<file path="config.mk">
export PLATFORM = sky130hd
export DESIGN_NAME = tec_timer_event
export DESIGN_NICKNAME = d
export VERILOG_FILES = /design/src/rtl/tec_pkg.sv /design/src/rtl/tec_sync.sv /design/src/rtl/tec_edge_fsm.sv /design/src/rtl/tec_count_core.sv /design/src/rtl/tec_timer_event.sv
export SDC_FILE = /design/constraint.sdc
export NUM_CORES = 1
export LEC_CHECK = 0
export BUFFER_PORTS_ARGS = -buffer_cell sky130_fd_sc_hd__buf_2
export CAP_MARGIN = 40
export CORE_MARGIN = 4
export CORE_UTILIZATION = 40
export CTS_CLUSTER_SIZE = 40
export DETAILED_ROUTE_END_ITERATION = 10
export MAX_ROUTING_LAYER = met4
export PLACE_DENSITY_LB_ADDON = 0.25
export SLEW_MARGIN = 20
export SYNTH_ARGS = -nofsm -noshare
export SYNTH_HDL_FRONTEND = slang
export SYNTH_SLANG_ARGS = --single-unit
export TNS_END_PERCENT = 100
</file>
<file path="constraint.sdc">
create_clock -name clk -period 1.43 [get_ports clk]
set_input_delay 0 -clock clk [delete_from_list [all_inputs] [get_ports clk]]
set_output_delay 0 -clock clk [all_outputs]
set_load 0.005 [all_outputs]
</file>
<file path="src/rtl/tec_pkg.sv">
package tec_pkg;

    typedef enum logic [2:0] {
        OP_IDLE     = 3'd0,
        OP_LOAD_HI  = 3'd1,
        OP_LOAD_LO  = 3'd2,
        OP_READ_HI  = 3'd3,
        OP_READ_LO  = 3'd4,
        OP_TEST_CLR = 3'd5
    } tec_op_e;

    typedef enum logic [1:0] {
        EV_LOW  = 2'd0,
        EV_RISE = 2'd1,
        EV_HIGH = 2'd2
    } edge_st_e;

    typedef enum logic {
        FLG_CLEAR = 1'b0,
        FLG_SET   = 1'b1
    } flag_st_e;

endpackage

</file>
<file path="src/rtl/tec_sync.sv">
module tec_sync #(
    parameter int STAGES = 2
) (
    input  logic clk,
    input  logic rst_n,
    input  logic d_i,
    output logic q_o
);
    logic [STAGES-1:0] chain_q;

    generate
        for (genvar s = 0; s < STAGES; s++) begin : g_stage
            always_ff @(posedge clk) begin
                if (!rst_n) begin
                    chain_q[s] <= 1'b0;
                end else if (s == 0) begin
                    chain_q[s] <= d_i;
                end else begin
                    chain_q[s] <= chain_q[(s == 0) ? 0 : s-1];
                end
            end
        end
    endgenerate

    assign q_o = chain_q[STAGES-1];
endmodule

</file>
<file path="src/rtl/tec_edge_fsm.sv">
module tec_edge_fsm
    import tec_pkg::*;
(
    input  logic clk,
    input  logic rst_n,
    input  logic lvl_i,
    output logic rise_o
);
    edge_st_e state_q, state_d;

    always_ff @(posedge clk) begin
        if (!rst_n) state_q <= EV_LOW;
        else        state_q <= state_d;
    end

    always_comb begin
        state_d = state_q;
        unique case (state_q)
            EV_LOW:  state_d = lvl_i ? EV_RISE : EV_LOW;
            EV_RISE: state_d = lvl_i ? EV_HIGH : EV_LOW;
            EV_HIGH: state_d = lvl_i ? EV_HIGH : EV_LOW;
            default: state_d = EV_LOW;
        endcase
    end

    always_comb begin
        unique case (state_q)
            EV_RISE: rise_o = 1'b1;
            default: rise_o = 1'b0;
        endcase
    end

    AST_SINGLE_PULSE: assert property (@(posedge clk) disable iff (!rst_n)
        rise_o |=> !rise_o);

    AST_HIGH_HOLDS_QUIET: assert property (@(posedge clk) disable iff (!rst_n)
        (state_q == EV_HIGH && lvl_i) |=> !rise_o);
endmodule

</file>
<file path="src/rtl/tec_count_core.sv">
module tec_count_core
    import tec_pkg::*;
#(
    parameter int NIB_W = 4
) (
    input  logic                 clk,
    input  logic                 rst_n,
    input  logic                 step_i,
    input  logic [2:0]           op_i,
    input  logic [NIB_W-1:0]     acc_i,
    input  logic [NIB_W-1:0]     mem_i,
    output logic [2*NIB_W-1:0]   cnt_o,
    output logic                 flag_o
);
    localparam int CNT_W = 2 * NIB_W;
    localparam logic [CNT_W-1:0] CNT_MAX = {CNT_W{1'b1}};

    logic [CNT_W-1:0] cnt_q;
    logic             load_hi, load_lo, any_load, test_clr, wrap;
    flag_st_e         flg_q, flg_d;

    assign load_hi  = (op_i == OP_LOAD_HI);
    assign load_lo  = (op_i == OP_LOAD_LO);
    assign test_clr = (op_i == OP_TEST_CLR);
    assign any_load = load_hi | load_lo;
    assign wrap     = step_i && !any_load && (cnt_q == CNT_MAX);

    always_ff @(posedge clk) begin
        if (!rst_n) begin
            cnt_q <= '0;
        end else if (load_hi) begin
            cnt_q[CNT_W-1 -: NIB_W] <= acc_i;
        end else if (load_lo) begin
            cnt_q[NIB_W-1:0] <= mem_i;
        end else if (step_i) begin
            cnt_q <= cnt_q + 1'b1;
        end
    end

    always_ff @(posedge clk) begin
        if (!rst_n) flg_q <= FLG_CLEAR;
        else        flg_q <= flg_d;
    end

    always_comb begin
        flg_d = flg_q;
        unique case (flg_q)
            FLG_CLEAR: flg_d = wrap ? FLG_SET : FLG_CLEAR;
            FLG_SET:   flg_d = (test_clr && !wrap) ? FLG_CLEAR : FLG_SET;
            default:   flg_d = FLG_CLEAR;
        endcase
    end

    always_comb begin
        unique case (flg_q)
            FLG_SET: flag_o = 1'b1;
            default: flag_o = 1'b0;
        endcase
    end

    assign cnt_o = cnt_q;

    AST_WRAP_SETS_FLAG: assert property (@(posedge clk) disable iff (!rst_n)
        wrap |=> (flag_o && cnt_q == '0));

    AST_FLAG_STICKY: assert property (@(posedge clk) disable iff (!rst_n)
        (flag_o && !test_clr) |=> flag_o);

    AST_LOAD_UPPER: assert property (@(posedge clk) disable iff (!rst_n)
        load_hi |=> (cnt_q[CNT_W-1 -: NIB_W] == $past(acc_i)
                     && cnt_q[NIB_W-1:0] == $past(cnt_q[NIB_W-1:0])));

    AST_LOAD_LOWER: assert property (@(posedge clk) disable iff (!rst_n)
        load_lo |=> (cnt_q[NIB_W-1:0] == $past(mem_i)));

    AST_LOAD_BEATS_STEP: assert property (@(posedge clk) disable iff (!rst_n)
        (load_lo && step_i) |=> $stable(cnt_q[CNT_W-1 -: NIB_W]));
endmodule

</file>
<file path="src/rtl/tec_timer_event.sv">
module tec_timer_event
    import tec_pkg::*;
#(
    parameter int NIB_W       = 4,
    parameter int SYNC_STAGES = 2
) (
    input  logic             clk,
    input  logic             rst_n,
    input  logic             event_mode_i,
    input  logic             tick_i,
    input  logic             cnt_pin_i,
    input  logic [2:0]       op_i,
    input  logic [NIB_W-1:0] acc_i,
    input  logic [NIB_W-1:0] mem_i,
    output logic [NIB_W-1:0] acc_wdata_o,
    output logic             acc_we_o,
    output logic [NIB_W-1:0] mem_wdata_o,
    output logic             mem_we_o,
    output logic             ovf_hit_o
);
    localparam int CNT_W = 2 * NIB_W;

    logic             pin_sync, pin_rise, step;
    logic [CNT_W-1:0] cnt;
    logic             flag;

    tec_sync #(.STAGES(SYNC_STAGES)) i_sync (
        .clk   (clk),
        .rst_n (rst_n),
        .d_i   (cnt_pin_i),
        .q_o   (pin_sync)
    );

    tec_edge_fsm i_edge (
        .clk    (clk),
        .rst_n  (rst_n),
        .lvl_i  (pin_sync),
        .rise_o (pin_rise)
    );

    assign step = event_mode_i ? pin_rise : tick_i;

    tec_count_core #(.NIB_W(NIB_W)) i_core (
        .clk    (clk),
        .rst_n  (rst_n),
        .step_i (step),
        .op_i   (op_i),
        .acc_i  (acc_i),
        .mem_i  (mem_i),
        .cnt_o  (cnt),
        .flag_o (flag)
    );

    always_comb begin
        acc_wdata_o = cnt[NIB_W-1:0];
        mem_wdata_o = cnt[CNT_W-1 -: NIB_W];
        acc_we_o    = 1'b0;
        mem_we_o    = 1'b0;
        ovf_hit_o   = 1'b0;
        unique case (op_i)
            OP_READ_HI:  mem_we_o  = 1'b1;
            OP_READ_LO:  acc_we_o  = 1'b1;
            OP_TEST_CLR: ovf_hit_o = flag;
            default: ;
        endcase
    end

    AST_STROBES_EXCL: assert property (@(posedge clk) disable iff (!rst_n)
        $onehot0({acc_we_o, mem_we_o, ovf_hit_o}));

    AST_TIMER_QUIET: assert property (@(posedge clk) disable iff (!rst_n)
        (!event_mode_i && !tick_i && op_i == OP_IDLE) |=> $stable(cnt));

    AST_EVENT_QUIET: assert property (@(posedge clk) disable iff (!rst_n)
        (event_mode_i && !pin_rise && op_i == OP_IDLE) |=> $stable(cnt));
endmodule

</file>
== Word-level counts from Yosys, hierarchy flattened ==
Cells that the tools add are included.

* Register bits after elaboration: 13
* Bits of input ports: 16

* Eq/ne operators: 9
* Mux-type cells: 16
* Reduce and logical (&&, ||, !) cells: 11
* Bitwise gates (word level): 3
* Add/subtract/negate cells: 1

{| class="wikitable"
|+ Operator list
! operator !! count
|-
| $mux 4 || 3
|-
| $mux 1 || 9
|-
| $add 8x1->8 const B || 1
|-
| $eq 8x8->1 const B || 1
|-
| $mux 8 || 1
|-
| $eq 3x2->1 const B || 2
|-
| $eq 3x3->1 const B || 2
|-
| $pmux 2 s2 || 1
|-
| $reduce_and 2->1 || 2
|-
| $reduce_bool 2->1 || 2
|-
| $eq 3x1->1 const B || 1
|-
| $logic_and 1x1->1 || 3
|-
| $eq 2x1->1 const B || 1
|-
| $eq 2x2->1 const B || 1
|-
| $logic_not 1->1 || 2
|-
| $logic_not 2->1 || 1
|-
| $mux 2 || 1
|-
| $ne 2x1->1 const B || 1
|-
| $not 1->1 || 2
|-
| $pmux 1 s2 || 1
|-
| $reduce_or 2->1 || 1
|-
| $or 1x1->1 || 1
|}

== Logic depth before layout (Yosys ltp) ==
* Depth after elaboration: 9
* Gate-level depth with buffers: 6
* Mapped depth without buffers: 6

== Cells and area by module ==
A second synthesis with hierarchy kept.

* Cell total of the unflattened synthesis: 87
* Area, all modules: 785.8 um^2

{| class="wikitable"
|+ Modules (own cells, without submodules)
! module !! area an instance (um^2) !! times used !! cells each
|-
| tec_count_core || 590.6 || 1 || 70
|-
| tec_edge_fsm || 101.3 || 1 || 9
|-
| tec_sync || 52.6 || 1 || 4
|-
| tec_timer_event || 41.3 || 1 || 4
|}

== Least setup slack after synthesis ==
OpenSTA, ideal clock, no wires.

* Kind: register to register
* Start point: register i_edge.state_q[1]
* End point: register i_core.cnt_q[0], in the netlist i_core.cnt_o[0]
* Slack: -0.016 ns
* Clock period less this slack: 1.446 ns
* Arrival time: 1.323 ns
* Setup time: 0.123 ns
* Stages on the path, launching flop included: 7
* Path through: dfxtp_1 inv_1 ha_1 mux2i_2 o22ai_1 a221oi_1 nor2_1

* Cells in the longest elaborated chain, start to end: 5

{| class="wikitable"
|+ Ends and longest elaborated chain
! item !! RTL line !! text
|-
| from (decl) || tec_edge_fsm.sv:9 || <nowiki>edge_st_e state_q, state_d;</nowiki>
|-
| from (signal assigned) || tec_edge_fsm.sv:13 || <nowiki>else state_q <= state_d;</nowiki>
|-
| $eq 2x1->1 || tec_edge_fsm.sv:27 || <nowiki>unique case (state_q)</nowiki>
|-
| $mux 1 || tec_edge_fsm.sv:27 ||
|-
| $mux 1 || tec_timer_event.sv:41 || <nowiki>assign step = event_mode_i ? pin_rise : tick_i;</nowiki>
|-
| $reduce_bool 2->1 (no source line) || - ||
|-
| $reduce_and 2->1 (no source line) || - ||
|-
| to (signal, indexed assignment) || tec_count_core.sv:32 || <nowiki>cnt_q[CNT_W-1 -: NIB_W] <= acc_i;</nowiki>
|-
| to (signal, indexed assignment) || tec_count_core.sv:34 || <nowiki>cnt_q[NIB_W-1:0] <= mem_i;</nowiki>
|-
| to (signal assigned) || tec_count_core.sv:36 || <nowiki>cnt_q <= cnt_q + 1'b1;</nowiki>
|-
| to (decl) || tec_count_core.sv:18 || <nowiki>logic [CNT_W-1:0] cnt_q;</nowiki>
|}

No other way between the ends.
A chain may end at the register's enable or synchronous reset.

== Worst setup path after layout ==
* Start point: register i_edge.state_q[1]
* End point: register i_core.cnt_q[1], in the netlist i_core.cnt_o[1]

The elaborated chain is that of the path after synthesis.

==> results.md <==
* Boundary Pins at 27
* Clock slew at reported path FFs at 80 ps
* Final hold viol count at 0
* Die Ht at 51.6 um
* Sequential share of the synthesized area at 0.342
* First-pass GRT wire length at 2800 um
* Area share of the largest cell type after synthesis at 0.342
* Final Total Pwr at 781 uW
* Gate Count Post-Synth at 88
* Initial antenna violation count at 0
* Fillers at 171
* CP max stage delay at 340 ps
* Total negative setup slack at 0 ps
* Die Area at 2660 sq um
* Post-synth top area cell: dfxtp_1
* Worst R2R Start: i_edge.state_q[1]$_SDFF_PN0_
* DP Cell Count at 134
* Synth area leaders: dfxtp_1, ha_1, xnor2_1
* Number of cell rows at 15
* DR vias at 724
* Detailed Place HPWL at 1230 um
* Vias in the first global route at 654
* Final setup fails at 0
* Synth Net Count at 108
* WL/cell at 12.1 um
* Min Tclk post-route at 1430 ps
* GR Util All Layers at 0.141
* First DRT Iteration DRCs at 9
* WL met2 at 797 um
* PnR worst setup slack at 1.71 ps
* Syn avg cell area at 8.64 sq um
* Initial core utilization at 0.431
* Syn. warnings at 0
* Clk buf depth at 2
* Syn-to-layout area delta at 35.5%
* Met3 routed WL at 134 um
* Worst-path cell chain: inv_2 > ha_4 > mux2i_4 > buf_6 > buf_4 > nor3_1 > a211oi_1
* Worst Skew at 1.96 ps
* P_leak at 0.416 nW
* Clk Latency, worst-skew pair at 270 ps
* Layout cell share with drive strength beyond 1 at 0.395
* Worst min path class: in2reg
* Final wirelength at 1750 um
* Root buffer cell: clkbuf_4
* Dpl cell area at 892 sq um
* Wire length on met1 at 807 um
* CP startpoint kind: flip-flop
* CP Max Fanout at 8
* Via density per instance at 5.03
* Final period util at 0.999
* Synth cell types at 31
* Final Cell Area at 1030 sq um
* Non-Filler Instances at 144
* Hold_sp: acc_i[2]
* Max rail drop VDD at 0.522 mV
* Fmax at 0.700 GHz
* GPL Wtd Cong at 0.809
* H-tree levels at 1
* Port bufs at 26
* Ant diodes at 0
* DRT Pass-1 Iters at 4
* CP arrival at 1630 ps
* Die W at 51.6 um
* Slew Limit Fails at 0
* DR DRC count at 0
* PD cells at 758 nW/um^2
* Crit. Startpoint: i_edge.state_q[1]$_SDFF_PN0_
* Top Layer Used: met4
* Pre-CTS setup slack at -62.3 ps
* Core ar. at 1760 sq um
* Post-route ant nets at 0
* Critical-path top delay cell: dfxtp_2
* RSZ-0062 raised after global routing: yes
* Most frequent cells in the layout: buf_2, dfxtp_1, a21oi_1, o21ai_0
* Pin count of the biggest net entering global routing at 14
* Post-layout net count at 140
* Rel. slew slack at 0.720
* Outcome: finished clean
* Total clock sinks at 13
* WHS at 6.52 ps
* Final core occ at 0.584
* Slew @ Worst Pin at 419 ps
* Seq cells post-synth at 13
* CTS tree: built
* Setup crit end kind: flip-flop
* Crit Path Category: reg2reg
* Gr ovfl total at 0
* Most common cell after layout, fill and taps aside: buf_2
* Post-Syn Area at 761 sq um
* TritonCTS Buffers at 3
* Maxcap violations at 0
* Req. time, crit path at 1630 ps
==> path summary, 6_finish.rpt <==
path | endpoint | slack (ps) | depth (start not counted)
setup / recovery | i_core.cnt_o[1]$_SDFFE_PN0P_ | 2 | 7
setup reg to reg | i_core.cnt_o[1]$_SDFFE_PN0P_ | 2 | 7
hold / removal | i_core.cnt_o[6]$_SDFFE_PN0P_ | 7 | 3
hold reg to reg | i_sync.q_o$_SDFF_PN0_ | 440 | 1
==> state kept, by name, summed over array words and instances, names as in the netlist <==
signal	flops
i_sync.q_o	1
i_core.cnt_o	8
i_core.flg_q	1
i_edge.state_q	2
i_sync.chain_q	1
==> cell usage after synthesis, drive strengths merged <==
library cell and count:
nand2b 1, mux2i 1, dfxtp 13, a221oi 1, o22ai 1, and4b 1, a21oi 8, nand2 4
nor4 3, and3 2, o2111ai 2, inv 5, nor3b 2, nor2 4, buf 5, xnor2 5
or3b 1, a211oi 1, and2 3, nor2b 2, nand3 3, o21ai 7, o31ai 2, ha 4
nor3 5, nand4 2
==> timing repair <==
item                                    in CTS  in global routing
gates cloned                                 0                  0
buffers inserted                             0                  3
gates resized for setup                      4                 10
endpoints found under the setup margin       7                  9
pin swaps                                    0                  4
endpoints found under the hold margin        3                  0
hold buffers                                 3                  0
==> per-layer routing <==
metal	track usage	vias up
met2	0.218	22
li1	-	381
met1	0.177	319
met4	0.0393	0
met3	0.0458	2
met5	-	-
==> cell type report <==
class,count,area (sq um),share of cell area
multi-input cells,65,504,0.489
flip-flops and latches,13,264,0.256
repair buffers,32,186,0.181
well taps,25,31.3,0.0303
clock buffers,4,26.3,0.0255
inverters,5,18.8,0.0182
==> logic make-up (layout without fill, tap and decap cells) <==
family	after synthesis	in the layout	share of synthesized area
flip-flops	13	13	0.342
adder cells (fa/ha/maj)	4	4	0.0658
AND/OR/NAND/NOR	33	33	0.270
AO/OA/AOI/OAI	22	22	0.171
XOR/XNOR	5	5	0.0576
buffers and inverters	10	41	0.0757
multiplexers	1	1	0.0181
==> where the power goes <==
part	total (mW)	switching, mW	internal (mW)
combinational	0.154	0.0766	0.0778
clock	0.228	0.119	0.108
sequential	0.399	0.0197	0.380
==> critical path, delay by kind of cell, from the launching register on <==
kind            cells  cell delay [ps]
simple gates        1               40
mux                 1              320
compound gates      1              180
fa+ha+maj           1              150
buf+inv             3              320
flops               1              340
Note: power is estimated with default switching activity, not from simulation.
